### config.mk
export PLATFORM = sky130hd
export DESIGN_NAME = contact_pulse_chain
export DESIGN_NICKNAME = d
export VERILOG_FILES = /design/src/rtl/contact_pulse_chain_pkg.sv /design/src/rtl/cpc_stage.sv /design/src/rtl/cpc_shot.sv /design/src/rtl/contact_pulse_chain.sv
export SDC_FILE = /design/constraint.sdc
export NUM_CORES = 1
export LEC_CHECK = 0
export BUFFER_PORTS_ARGS = -buffer_cell sky130_fd_sc_hd__buf_4
export CELL_PAD_IN_SITES_DETAIL_PLACEMENT = 0
export CELL_PAD_IN_SITES_GLOBAL_PLACEMENT = 2
export CORE_MARGIN = 1
export CORE_UTILIZATION = 38
export DETAILED_ROUTE_END_ITERATION = 10
export GPL_ROUTABILITY_DRIVEN = 0
export GPL_TIMING_DRIVEN = 0
export PLACE_DENSITY = 0.74
export SLEW_MARGIN = 25
export SYNTH_ARGS = -nofsm -noshare
export SYNTH_HDL_FRONTEND = slang
export SYNTH_SLANG_ARGS = --single-unit
export TNS_END_PERCENT = 100
### constraint.sdc
create_clock -name clk_i -period 1.6 [get_ports clk_i]
set_input_delay 0.48 -clock clk_i [delete_from_list [all_inputs] [get_ports clk_i]]
set_output_delay 0.48 -clock clk_i [all_outputs]
set_load 0.01 [all_outputs]
### src/rtl/contact_pulse_chain_pkg.sv
package contact_pulse_chain_pkg;

  typedef enum logic {
    EDGE_MAKE  = 1'b0,
    EDGE_BREAK = 1'b1
  } edge_sel_e;

  localparam int unsigned DEF_SAMPLES = 4;
  localparam int unsigned DEF_TAPS    = 6;

endpackage

### src/rtl/cpc_stage.sv
module cpc_stage #(
  parameter int unsigned SAMPLES = 4
) (
  input  logic clk_i,
  input  logic rst_ni,
  input  logic in_i,
  output logic q_o
);
  localparam int unsigned CNT_W = $clog2(SAMPLES);
  localparam logic [CNT_W-1:0] LAST = CNT_W'(SAMPLES - 1);
  localparam int unsigned HLD_W = $clog2(SAMPLES + 1);
  localparam logic [HLD_W-1:0] HLD_SAT = HLD_W'(SAMPLES);

  logic [CNT_W-1:0] cnt_q;
  logic             differ;

  assign differ = in_i ^ q_o;

  // integrate up while input disagrees, restart on any agreeing sample
  always_ff @(posedge clk_i or negedge rst_ni) begin
    if (!rst_ni) begin
      cnt_q <= '0;
      q_o   <= 1'b1;
    end else if (!differ) begin
      cnt_q <= '0;
    end else if (cnt_q == LAST) begin
      cnt_q <= '0;
      q_o   <= in_i;
    end else begin
      cnt_q <= cnt_q + 1'b1;
    end
  end

  // observer of the output level only, independent of the integrator
  logic             q_seen_q;
  logic [HLD_W-1:0] hold_q;

  always_ff @(posedge clk_i or negedge rst_ni) begin
    if (!rst_ni) begin
      q_seen_q <= 1'b1;
      hold_q   <= '0;
    end else begin
      q_seen_q <= q_o;
      if (q_o != q_seen_q)       hold_q <= '0;
      else if (hold_q != HLD_SAT) hold_q <= hold_q + 1'b1;
    end
  end


  min_hold_chk: assert property (@(posedge clk_i) disable iff (!rst_ni)
    $changed(q_o) |-> (hold_q >= HLD_W'(SAMPLES - 1)));


  flip_cause_chk: assert property (@(posedge clk_i) disable iff (!rst_ni)
    $changed(q_o) |-> ($past(in_i) != $past(q_o)));

endmodule

### src/rtl/cpc_shot.sv
module cpc_shot
  import contact_pulse_chain_pkg::*;
#(
  parameter int unsigned LEN = 4
) (
  input  logic clk_i,
  input  logic rst_ni,
  input  logic lead_i,
  input  logic lag_i,
  input  logic edge_sel_i,
  output logic pulse_o
);
  localparam int unsigned RUN_W = $clog2(LEN + 1);
  localparam logic [RUN_W-1:0] RUN_SAT = RUN_W'(LEN);

  logic fire;

  // both taps active low; the inverted one sets the direction
  always_comb begin
    case (edge_sel_e'(edge_sel_i))
      EDGE_MAKE:  fire = ~(lead_i | ~lag_i);
      EDGE_BREAK: fire = ~(~lead_i | lag_i);
      default:    fire = 1'b0;
    endcase
  end

  always_ff @(posedge clk_i or negedge rst_ni) begin
    if (!rst_ni) pulse_o <= 1'b0;
    else         pulse_o <= fire;
  end

  logic [RUN_W-1:0] run_q;

  always_ff @(posedge clk_i or negedge rst_ni) begin
    if (!rst_ni)               run_q <= '0;
    else if (!pulse_o)         run_q <= '0;
    else if (run_q != RUN_SAT) run_q <= run_q + 1'b1;
  end


  pulse_max_chk: assert property (@(posedge clk_i) disable iff (!rst_ni)
    pulse_o |-> (run_q < RUN_W'(LEN)));


  pulse_len_chk: assert property (@(posedge clk_i) disable iff (!rst_ni)
    ($fell(pulse_o) && $stable(edge_sel_i)) |-> ($past(run_q) == RUN_W'(LEN - 1)));


  pulse_src_chk: assert property (@(posedge clk_i) disable iff (!rst_ni)
    ($rose(pulse_o) && ($past(edge_sel_i) == $past(edge_sel_i, 2)))
      |-> ($past(lead_i) != $past(lead_i, 2)));

endmodule

### src/rtl/contact_pulse_chain.sv
module contact_pulse_chain
  import contact_pulse_chain_pkg::*;
#(
  parameter int unsigned SAMPLES = DEF_SAMPLES,
  parameter int unsigned TAPS    = DEF_TAPS
) (
  input  logic            clk_i,
  input  logic            rst_ni,
  input  logic            contact_ni,
  input  logic            edge_sel_i,
  output logic [TAPS-1:0] taps_o,
  output logic            pulse_o
);
  logic [TAPS-1:0] tap;

  for (genvar g = 0; g < TAPS; g++) begin : g_stage
    logic stage_in;
    if (g == 0) begin : g_head
      assign stage_in = contact_ni;
    end else begin : g_link
      assign stage_in = tap[g-1];
    end
    cpc_stage #(.SAMPLES(SAMPLES)) i_stage (
      .clk_i  (clk_i),
      .rst_ni (rst_ni),
      .in_i   (stage_in),
      .q_o    (tap[g])
    );
  end

  cpc_shot #(.LEN(SAMPLES)) i_shot (
    .clk_i      (clk_i),
    .rst_ni     (rst_ni),
    .lead_i     (tap[0]),
    .lag_i      (tap[1]),
    .edge_sel_i (edge_sel_i),
    .pulse_o    (pulse_o)
  );

  assign taps_o = tap;

endmodule

==> results of run 1 <==
synth_stat cells, types with 2 or more instances:
cell type and count:
and2_1 3, buf_4 6, dfrtp_1 13, dfstp_2 6, ha_1 8, inv_1 2, mux2_1 5, nor2b_1 4
nor3_2 2, nor3b_2 3, xnor2_1 2, xor2_1 3
layer usage:
layer | vias to the layer above | global-route usage | wire, um
li1 | 232 | - | -
met1 | 218 | 0.146 | 576
met2 | 7 | 0.149 | 482
met3 | 0 | 0.0556 | 49
met4 | 0 | 0.0286 | 0
met5 | - | 0 | 0
repair_timing:
action | 4_1_cts | 5_1_grt
hold buffers | 0 | 0
buffers inserted | 0 | 6
endpoints found under the setup margin | 0 | 5
metrics by stage:
| step | hold slack [ns] | utilization | instance area (sq um) | setup TNS, ns |
|---|---|---|---|---|
| global placement | 0.365 | 0.475 | 970 | 0 |
| finish | 0.0401 | 0.502 | 1030 | 0 |
| floorplan | 0.184 | - | 861 | 0 |
| detailed placement | 0.364 | 0.475 | 970 | 0 |
| global route | 0.0306 | 0.502 | 1030 | -0.00183 |
| CTS | 0.0353 | 0.488 | 996 | 0 |
final cells by class:
class,instances,area (sq um)
flip-flops and latches,19,483
multi-input cells,34,325
clock buffers,4,26.3
plain buffers,4,30.0
well taps,27,33.8
inverters,2,7.51
repair buffers,16,120
fillers,191,1020
worst paths after layout:
| kind | to |
|---|---|
| setup reg to reg | g_stage[1].i_stage.q_o$_DFFE_PN1P_ |
| min in group clk_i | g_stage[0].i_stage.q_o$_DFFE_PN1P_ |
| setup / recovery | taps_o[2] |
| hold reg to reg | g_stage[1].i_stage.cnt_q[0]$_DFF_PN0_ |
| hold / removal | g_stage[0].i_stage.cnt_q[1]$_DFF_PN0_ |
| max in group asynchronous | g_stage[1].i_stage.q_o$_DFFE_PN1P_ |
registers in the layout, summed over array words and instances (netlist names):
| name | flops |
|---|---|
| g_stage.i_stage.cnt_q | 12 |
| i_shot.pulse_o | 1 |
| g_stage.i_stage.q_o | 6 |
power breakdown:
| group | leakage [nW] | switching (mW) | internal, mW |
|---|---|---|---|
| registers | 0.231 | 0.126 | 0.730 |
| clock network | 0.0150 | 0.131 | 0.0969 |
| logic | 0.270 | 0.343 | 0.499 |
| total | 0.515 | 0.600 | 1.33 |
cell families (layout without fill, tap and decap cells):
logic type | Yosys count | count (layout) | share of synthesized area
buffers and inverters | 8 | 26 | 0.0610
XOR/XNOR | 5 | 5 | 0.0509
AND/OR/NAND/NOR | 14 | 14 | 0.128
AO/OA/AOI/OAI | 1 | 1 | 0.00581
adder cells (fa/ha/maj) | 8 | 8 | 0.116
flip-flops | 19 | 19 | 0.561
multiplexers | 6 | 6 | 0.0770
placed cells by master (no fill, tap or decap), types with 2 or more instances in the layout:
| cell | count |
|---|---|
| inv_1 | 2 |
| nor2b_1 | 4 |
| mux2_1 | 5 |
| buf_4 | 20 |
| and2_1 | 3 |
| nor3b_2 | 3 |
| xor2_1 | 3 |
| xnor2_1 | 2 |
| clkbuf_4 | 3 |
| nor3_2 | 2 |
| ha_1 | 8 |
| dfrtp_1 | 13 |
| dfstp_2 | 6 |
==> results.md, run 1 <==
* CP Cell Sequence: buf_4, buf_4
* H-tree Lvls at 1
* Yosys warns at 0
* Syn Area/Cell at about 14 sq um
* Vias in the first global route at ~430
* # resized after CTS at 0
* Pre-CTS worst setup slack at between 0.2 and 0.25 ns
* FFs w/ async S/R, synth at 1.00
* Max-slew headroom at 0.847
* CP peak stage delay at roughly 0.57 ns
* Pleak at around 0.52 nW
* First-pass iteration count of the detailed router at 2
* Worst setup path start: g_stage[2].i_stage.q_o$_DFFE_PN1P_
* Sequential-to-total area share from yosys stat at 0.561
* Arrival time of the worst setup path at 1.07 ns
* GRT Residual Overflow at 0
* Fin crit period at about 1.5 ns
* Cell row count at 16
* Vert. Die Dim at 49.6 um
* Setup crit start kind: register
* Clock Path Buffers at 2
* Fin. Hold Viols at 0
* Full die area at 2460 sq um
* Final total power at around 1.9 mW
* Synth Net Count at between 70 and 80
* CP delay by family, top: flip-flops
* Aggregate global-route resource usage at 0.107
* WL/cell at approximately 10 um
* Slew @ Worst Pin at 0.228 ns
* Reg2reg path depth at 4
* Layout Area Growth over Synthesis at 19.2%
* FMAX at between 600 and 700 MHz
* CTS tree: yes
* Vias per cell at 4.31
* Skew-Pair Late Insertion Delay at around 0.29 ns
* Clock skew at ~0.0021 ns
* Number of synthesized flops with an enable pin at 0
* Setup Crit Path Kind: register to primary output
* Worst path depth at 2
* Mapped Cells at between 60 and 70
* Final Setup Violations at 0
* Reg-to-reg setup timing slack at approximately 0.19 ns
* Peak VDD IR at just under 0.9 mV
* Required @ worst endpoint at between 1 and 1.5 ns
* Root buffer cell: clkbuf_4
* Synth top area share at 0.378
* Crit path max fanout at 4
* Register bit total from synthesis at 19
* Largest net degree at the start of global routing at 20
* Worst flop-to-flop path startpoint: g_stage[0].i_stage.q_o$_DFFE_PN1P_
* Post-synth cell types at 16
* CP bufs+invs at 2
* # DRC at 0
* # nets final at 92
* Vias at 457
* IO buf count at 10
* Die W at roughly 50 um
* First-pass GRT wire length at 1930 um
* Initial DRC count at 4
* WL final at approximately 1100 um
* Top Ports at 11
* Max Slew Vio Count at 0
* Share of layout cells above drive strength 1 at 0.430
* # diodes at 0
* Status: finished, final reports clean
* Final WS setup at 0.0536 ns
* Post-DP HPWL at 805 um
* TritonCTS buffer count at 3
* Post-Layout Cell Count at around 110
* Remaining antenna violation count at 0
* Power Density at between 1500 and 2000 nW/um^2
* Worst path slowest cell: dfstp_2
* Area leader, netlist: dfrtp_1
* Clk sink count at 19
* Ys flop type: dfrtp_1
* DP Cell Count at between 90 and 100
* Setup crit end kind: primary output
* Core area at just over 2000 sq um
* CTS clk-pin slew, worst paths at around 0.10 ns
* Critical path's most frequent cell: buf_4
* Starting Density at 0.422
* Initial antenna violation count at 0
* Hold WC Path Type: primary input to asynchronous set/reset pin
* Synthesized cell area at around 860 sq um
* Top cells by area, synth: dfrtp_1, dfstp_2, ha_1, mux2_1, buf_4
* Final period util at 0.966
* Total of max-cap violations at 0
No activity file was read; power rests on OpenSTA's default activity.
==> run 2, diff against run 1 <==
--- a/config.mk
+++ b/config.mk
@@ -5,15 +5,16 @@
 export SDC_FILE = /design/constraint.sdc
 export NUM_CORES = 1
 export LEC_CHECK = 0
+export ABC_AREA = 1
 export BUFFER_PORTS_ARGS = -buffer_cell sky130_fd_sc_hd__buf_4
 export CELL_PAD_IN_SITES_DETAIL_PLACEMENT = 0
 export CELL_PAD_IN_SITES_GLOBAL_PLACEMENT = 2
 export CORE_MARGIN = 1
-export CORE_UTILIZATION = 38
+export CORE_UTILIZATION = 34
 export DETAILED_ROUTE_END_ITERATION = 10
 export GPL_ROUTABILITY_DRIVEN = 0
 export GPL_TIMING_DRIVEN = 0
-export PLACE_DENSITY = 0.74
+export PLACE_DENSITY = 0.75
 export SLEW_MARGIN = 25
 export SYNTH_ARGS = -nofsm -noshare
 export SYNTH_HDL_FRONTEND = slang
==> run 2 against run 1 <==
  * Maximum frequency barely moved
  * Combinational power fell by 45%
  * Synthesized area rose by 3.1%
  * Non-clock buffer count rose by 1
  * Global-route usage rose by 0.84 points
  * Worst setup slack improved by 0.0010 ns
  * Final cell count rose by 37%
  * Sequential share of layout area fell by 1.7 points
  * Synthesized cell count rose by 57%
  * First-iteration DRC count fell by 75%
  * Flip-flop and latch count did not move
==> results.md, run 2 <==
* Critical path's most frequent cell: buf_4
* Full die area at 2820 sq um (+15%)
* Setup tns final at 0 ns (unchanged)
* Root buffer cell: clkbuf_4
* Area leader, netlist: dfrtp_1
* Register area at 483 sq um (unchanged)
* Sequential-to-total area share from yosys stat at 0.544 (-0.0166)
* Clock skew at 0.00204 ns (-0.0000858 ns)
* Starting Density at 0.358 (-0.0635)
* # nets final at 128 (+39%)
* Vias at 607 (+33%)
* Clk sink count at 19 (unchanged)
* Arrival time of the worst setup path at 1.07 ns (about the same)
* Reg2reg path depth at 7 (+3)
* Pre-CTS worst setup slack at 0.333 ns (+0.116 ns)
* Vias per cell at 4.19 (-2.9%)
* FMAX at 647 MHz (about the same)
* Worst path slowest cell: dfstp_2
* Post-synthesis mux area share at 0 (-0.0770)
* Final period util at 0.966 (about the same)
* Util after Layout at 0.430 (-0.0727)
* First-pass iteration count of the detailed router at 4 (+2)
* Area of the multi-input gates at 303 sq um (-6.9%)
* Max Slew Vio Count at 0 (unchanged)
* CTS clk-pin slew, worst paths at 0.11 ns (about the same)
* Biggest register: g_stage.i_stage.cnt_q
* Peak VDD IR at 0.617 mV (-31%)
* Vert. Die Dim at 53.1 um (+7.0%)
* Slew @ Worst Pin at 0.256 ns (+0.0279 ns)
* WL final at 1370 um (+23%)
* Top cells by area, synth: dfrtp_1, dfstp_2, ha_1, nand2_1, inv_1
* Core area at 2480 sq um (+21%)
* Hold slack at 0.0463 ns (+0.00616 ns)
* Crit Reg-Reg Endpoint: g_stage[1].i_stage.q_o$_DFFE_PN1P_
* Simple-gate area share of the yosys netlist at 0.195 (+0.0667)
* GRT Residual Overflow at 0 (unchanged)
* Remaining antenna violation count at 0 (unchanged)
* Hold Buf Count CTS at 0 (unchanged)
* Die W at 53.1 um (+7.0%)
* CP Cell Sequence: buf_4, buf_4
* Clock Path Buffers at 2 (unchanged)
* Hold WC Path Type: primary input to asynchronous set/reset pin
* Largest net degree at the start of global routing at 20 (unchanged)
* H-tree Lvls at 1 (unchanged)
* Synthesized cell area at 887 sq um (+3.1%)
* Post-synth cell types at 13 (-3)
* Required @ worst endpoint at 1.12 ns (about the same)
* # DRC at 0 (unchanged)
* Number of synthesized flops with an enable pin at 0 (unchanged)
* WL/cell at 9.44 um (-9.8%)
* Adder and majority cell fraction of the synthesized area at 0.113 (-0.00344)
* Crit path max fanout at 4 (unchanged)
* Share of layout cells above drive strength 1 at 0.287 (-0.143)
* First-pass GRT wire length at 2250 um (+17%)
* Layout Area Growth over Synthesis at 20.0%
* Aggregate global-route resource usage at 0.116 (+0.00836)
* Fin. Hold Viols at 0 (unchanged)
* Post-Synth XOR/XNOR Area at 0 (-0.0509)
* Setup crit start kind: register
* Top Ports at 11 (unchanged)
* Setup Crit Path Kind: register to primary output
* TritonCTS buffer count at 3 (unchanged)
* Initial DRC count at 1 (-3)
* Top cells by count, synth: nand2_1, dfrtp_1, inv_1
* Pleak at 0.589 nW (+14%)
* Fin crit period at 1.55 ns (-0.00101 ns)
* RSZ-0062 raised after global routing: no
* Worst flop-to-flop path startpoint: g_stage[0].i_stage.q_o$_DFFE_PN1P_
* Register bit total from synthesis at 19 (unchanged)
* Cell row count at 18 (+2)
* Synth top area share at 0.367 (-0.0112)
* Main combinational cell family by area after synthesis: simple AND/OR/NAND/NOR gates
* Post-Layout Cell Count at 145 (+37%)
* CTS tree: yes
* IO buf count at 10 (unchanged)
* Commonest non-fill, non-tap cell in the layout: nand2_1
* Biggest regs: g_stage.i_stage.cnt_q: 12 flops, g_stage.i_stage.q_o: 6 flops, i_shot.pulse_o: 1 flops
* FFs w/ async S/R, synth at 1.00 (unchanged)
* Max-slew headroom at 0.829 (-0.0175)
* Max FFs per register at 12 (unchanged)
* Syn Area/Cell at 9.24 sq um (-35%)
* Yosys warns at 0 (unchanged)
* CP bufs+invs at 2 (unchanged)
* Initial antenna violation count at 0 (unchanged)
* Ys flop type: dfrtp_1
* Cell with the most instances after synthesis: nand2_1
* Final Setup Violations at 0 (unchanged)
* Commonest cells after routing, fill and taps aside: nand2_1, buf_4, inv_1, dfrtp_1, nor2_1
* Synth Area in Compound Gates at 0.0339 (+0.0280)
* Mapped Cells at 96 (+57%)
* Status: finished, final reports clean
* Reg-to-reg setup timing slack at 0.29 ns (+0.10 ns)
* Synth Net Count at 108 (+48%)
* Vias in the first global route at 526 (+21%)
* Skew-Pair Late Insertion Delay at 0.29 ns (about the same)
* CP delay by family, top: flip-flops
* Number of fill cells at 272 (+42%)
* CP peak stage delay at 0.57 ns (about the same)
* Total of max-cap violations at 0 (unchanged)
* Post-DP HPWL at 1010 um (+25%)
* Setup crit end kind: primary output
* DP Cell Count at 136 (+39%)
* Power Density at 1270 nW/um^2 (-32%)
* # diodes at 0 (unchanged)
* Final WS setup at 0.0546 ns (+0.00101 ns)
[run 2: cell types whose count changed after synthesis, sizes merged, moves of 4 or more]
| cell | before | now |
|---|---|---|
| nor2 | 0 | 11 |
| inv | 2 | 15 |
| o21ai | 1 | 6 |
| nor2b | 4 | 0 |
| or2 | 0 | 5 |
| nand2 | 1 | 24 |
| mux2 | 5 | 0 |
[run 2: timing repair]
| item | in CTS | in global routing |
|---|---|---|
| hold endpoints to repair | 0 | 0 |
| resized for setup | 0 | 0 |
| buffers inserted | 3 | 2 |
| endpoints found under the setup margin | 3 | 2 |
[run 2: area by class of cell]
class	instances	share of cell area
buffer	6	0.0423
clock buffer	3	0.0212
clock inverter	1	0.00470
inverter	15	0.0529
multi-input combinational	56	0.284
sequential	19	0.454
tap	30	0.0353
timing repair buffer	15	0.106
[run 2: layer usage]
| metal | global-route usage | part of all wire | vias up |
|---|---|---|---|
| li1 | - | - | 323 |
| met2 | 0.181 | 0.46 | 9 |
| met1 | 0.145 | 0.49 | 273 |
| met5 | 0 | 0 | - |
| met3 | 0.0259 | 0.039 | 2 |
| met4 | 0.0658 | 0.011 | 0 |
[run 2: worst register-to-register path, cell delays in order (launching register included)]
cell and delay, ns:
dfstp_2 0.54, buf_4 0.12, inv_1 0.06, ha_1 0.32, inv_1 0.08, nand2_1 0.05, nand2_1 0.05, nand2_1 0.04
[run 2: how the worst max path moves through the flow]
stage,end,cells after the start,startpoint,slack (ns)
finish,taps_o[4],2,g_stage[4].i_stage.q_o$_DFFE_PN1P_,0.05
CTS,taps_o[2],2,g_stage[2].i_stage.q_o$_DFFE_PN1P_,0.007
floorplan,g_stage[1].i_stage.q_o$_DFFE_PN1P_,6,g_stage[0].i_stage.q_o$_DFFE_PN1P_,0.43
global route,taps_o[2],2,g_stage[2].i_stage.q_o$_DFFE_PN1P_,0.006
global placement,taps_o[1],2,g_stage[1].i_stage.q_o$_DFFE_PN1P_,0.34
detailed placement,taps_o[1],2,g_stage[1].i_stage.q_o$_DFFE_PN1P_,0.33
[run 2: cells by family after synthesis]
group | after synthesis
and+or+nand+nor | 42
buffers and inverters | 21
DFF | 19
adders and majority gates | 8
AOI/OAI and AO/OA | 6
[run 2: stage by stage]
stage	area, sq um	power, mW
after floorplan	887	0.959
after global placement	1000	1.08
after detailed placement	1000	1.10
after CTS	1050	1.38
after global routing	1060	1.48
final	1060	1.35
[run 2: report_power, final]
part | leakage, nW | switching (mW) | internal, mW
Combinational | 0.334 | 0.234 | 0.230
Clock | 0.0177 | 0.143 | 0.0928
Sequential | 0.237 | 0.0472 | 0.604
==> run 3, diff against run 2 <==
--- a/config.mk
+++ b/config.mk
@@ -10,11 +10,12 @@
 export CELL_PAD_IN_SITES_DETAIL_PLACEMENT = 0
 export CELL_PAD_IN_SITES_GLOBAL_PLACEMENT = 2
 export CORE_MARGIN = 1
-export CORE_UTILIZATION = 34
+export CORE_UTILIZATION = 36
+export CTS_BUF_LIST = sky130_fd_sc_hd__clkbuf_4 sky130_fd_sc_hd__clkbuf_8
 export DETAILED_ROUTE_END_ITERATION = 10
 export GPL_ROUTABILITY_DRIVEN = 0
 export GPL_TIMING_DRIVEN = 0
-export PLACE_DENSITY = 0.75
+export PLACE_DENSITY = 0.78
 export SLEW_MARGIN = 25
 export SYNTH_ARGS = -nofsm -noshare
 export SYNTH_HDL_FRONTEND = slang
==> run 3 against run 2 <==
  * Die area is 5.4% lower
  * Largest power group unchanged
  * Worst hold slack improved by 0.0011 ns
  * Register-to-register slack got worse by 0.03 ns
  * Power rose by 1.3%
  * Critical path depth did not move
  * Cell area stayed put
  * Final cell count fell by 1.4%
  * Critical path type unchanged
  * Highest routed layer unchanged
==> results.md, run 3 (synthesized netlist as in run 2, its figures left out) <==
* Status: finished, final reports clean
* Setup crit start kind: register
* Worst flop-to-flop path startpoint: g_stage[0].i_stage.q_o$_DFFE_PN1P_
* CTS clk-pin slew, worst paths at 0.10 ns (about the same)
* Initial DRC count at 5 (+4)
* Vert. Die Dim at 51.6 um (-2.7%)
* Clk sink count at 19 (unchanged)
* Share of layout cells above drive strength 1 at 0.287 (unchanged)
* Area of the multi-input gates at 303 sq um (unchanged)
* Vias at 598 (-1.5%)
* WL final at 1290 um (-5.6%)
* Pleak at 0.589 nW (+0.12%)
* Top Ports at 11 (unchanged)
* IO buf count at 10 (unchanged)
* Skew-Pair Late Insertion Delay at 0.28 ns (about the same)
* # DRC at 0 (unchanged)
* Fin. Hold Viols at 0 (unchanged)
* Number of fill cells at 235 (-14%)
* Max Slew Vio Count at 0 (unchanged)
* Required @ worst endpoint at 1.12 ns (about the same)
* # nets final at 128 (unchanged)
* Final Setup Violations at 0 (unchanged)
* First-pass iteration count of the detailed router at 2 (-2)
* CTS tree: yes
* Remaining antenna violation count at 0 (unchanged)
* Vias in the first global route at 586 (+11%)
* Hold Buf Count CTS at 0 (unchanged)
* Final WS setup at 0.0618 ns (+0.00718 ns)
* Peak VDD IR at 0.663 mV (+7.5%)
* Core area at 2280 sq um (-8.1%)
* Biggest register: g_stage.i_stage.cnt_q
* Reg-to-reg setup timing slack at 0.26 ns (-0.03 ns)
* Reg2reg path depth at 7 (unchanged)
* # resized after CTS at 0 (unchanged)
* Register area at 483 sq um (unchanged)
* Commonest non-fill, non-tap cell in the layout: nand2_1
* Setup crit end kind: primary output
* FMAX at 650 MHz (+0.47%)
* Largest net degree at the start of global routing at 20 (unchanged)
* Root buffer cell: clkbuf_4
* Setup tns final at 0 ns (unchanged)
* Max-slew headroom at 0.842 (+0.0124)
* Vias per cell at 4.18 (-0.10%)
* Hold WC Path Type: primary input to asynchronous set/reset pin
* # diodes at 0 (unchanged)
* Full die area at 2670 sq um (-5.4%)
* RSZ-0062 raised after global routing: no
* Die W at 51.6 um (-2.7%)
* Arrival time of the worst setup path at 1.06 ns (about the same)
* Power Density at 1280 nW/um^2 (+1.3%)
* Biggest regs: g_stage.i_stage.cnt_q: 12 flops, g_stage.i_stage.q_o: 6 flops, i_shot.pulse_o: 1 flops
* TritonCTS buffer count at 3 (unchanged)
* Starting Density at 0.390 (+0.0317)
* Setup Crit Path Kind: register to primary output
* Pre-CTS worst setup slack at 0.320 ns (-0.0131 ns)
* Clock Path Buffers at 2 (unchanged)
* Final period util at 0.961 (-0.00449)
* Aggregate global-route resource usage at 0.124 (+0.00838)
* Initial antenna violation count at 0 (unchanged)
* Total of max-cap violations at 0 (unchanged)
* Cell row count at 17 (-1)
* Layout Area Growth over Synthesis at 20.0% (unchanged)
* Post-DP HPWL at 971 um (-3.4%)
* Commonest cells after routing, fill and taps aside: nand2_1, buf_4, inv_1, dfrtp_1, nor2_1
* Clock skew at 0.00199 ns (-0.0000420 ns)
* Crit path max fanout at 4 (unchanged)
* Fin crit period at 1.54 ns (-0.00718 ns)
* Crit Reg-Reg Endpoint: g_stage[1].i_stage.q_o$_DFFE_PN1P_
* GRT Residual Overflow at 0 (unchanged)
* WL/cell at 9.03 um (-4.3%)
* First-pass GRT wire length at 2390 um (+6.1%)
* Slew @ Worst Pin at 0.238 ns (-0.0185 ns)
* H-tree Lvls at 1 (unchanged)
* Max FFs per register at 12 (unchanged)
==> run 3: changes by cell type in the layout (fill, tap and decap cells not counted) <==
| cell | delta |
|---|---|
| clkinv_2 | -1 |
| clkbuf_4 | +1 |
==> run 3: how the worst max path moves through the flow <==
| stage | cells after the start | endpoint | start |
|---|---|---|---|
| 4_1_cts | 2 | taps_o[0] | g_stage[0].i_stage.q_o$_DFFE_PN1P_ |
| 5_1_grt | 2 | taps_o[4] | g_stage[4].i_stage.q_o$_DFFE_PN1P_ |
| 3_5_place_dp | 6 | g_stage[1].i_stage.q_o$_DFFE_PN1P_ | g_stage[0].i_stage.q_o$_DFFE_PN1P_ |
| 2_1_floorplan | 6 | g_stage[1].i_stage.q_o$_DFFE_PN1P_ | g_stage[0].i_stage.q_o$_DFFE_PN1P_ |
| 3_3_place_gp | 2 | taps_o[1] | g_stage[1].i_stage.q_o$_DFFE_PN1P_ |
| 6_report | 2 | taps_o[4] | g_stage[4].i_stage.q_o$_DFFE_PN1P_ |
==> run 3: metrics by stage <==
stage,power [mW],instances,util,cell area [sq um],hold slack (ns)
2_1_floorplan,0.959,96,-,887,0.184
3_3_place_gp,1.08,134,0.438,997,0.366
3_5_place_dp,1.10,134,0.438,997,0.369
4_1_cts,1.37,139,0.455,1030,0.0415
5_1_grt,1.51,143,0.468,1060,0.0348
6_report,1.37,143,0.468,1060,0.0474
==> run 3: area by class of cell <==
class	instances	area share
plain buffers	6	0.0423
clock buffers	4	0.0282
inverters	15	0.0529
multi-input cells	56	0.284
flip-flops and latches	19	0.454
well taps	28	0.0329
repair buffers	15	0.106
==> run 3: timing repair <==
item,in CTS,in global routing
buffers inserted,1,4
cloned,0,0
endpoints found under the setup margin,1,4
==> run 3: layer usage <==
metal	global-route usage	routed length, um	up-vias
li1	-	-	320
met1	0.147	620	268
met2	0.208	623	8
met3	0.0351	36	2
met4	0.0541	11	0
met5	0	0	-
==> run 3: critical path, cell delays in order, from the launching register on <==
cell and delay, ns:
dfstp_2 0.57, buf_4 0.10, buf_4 0.10
==> run 3: power breakdown <==
part | internal [mW] | switching [mW] | total [mW]
combinational | 0.230 | 0.239 | 0.469
clock | 0.114 | 0.133 | 0.247
sequential | 0.604 | 0.0482 | 0.652
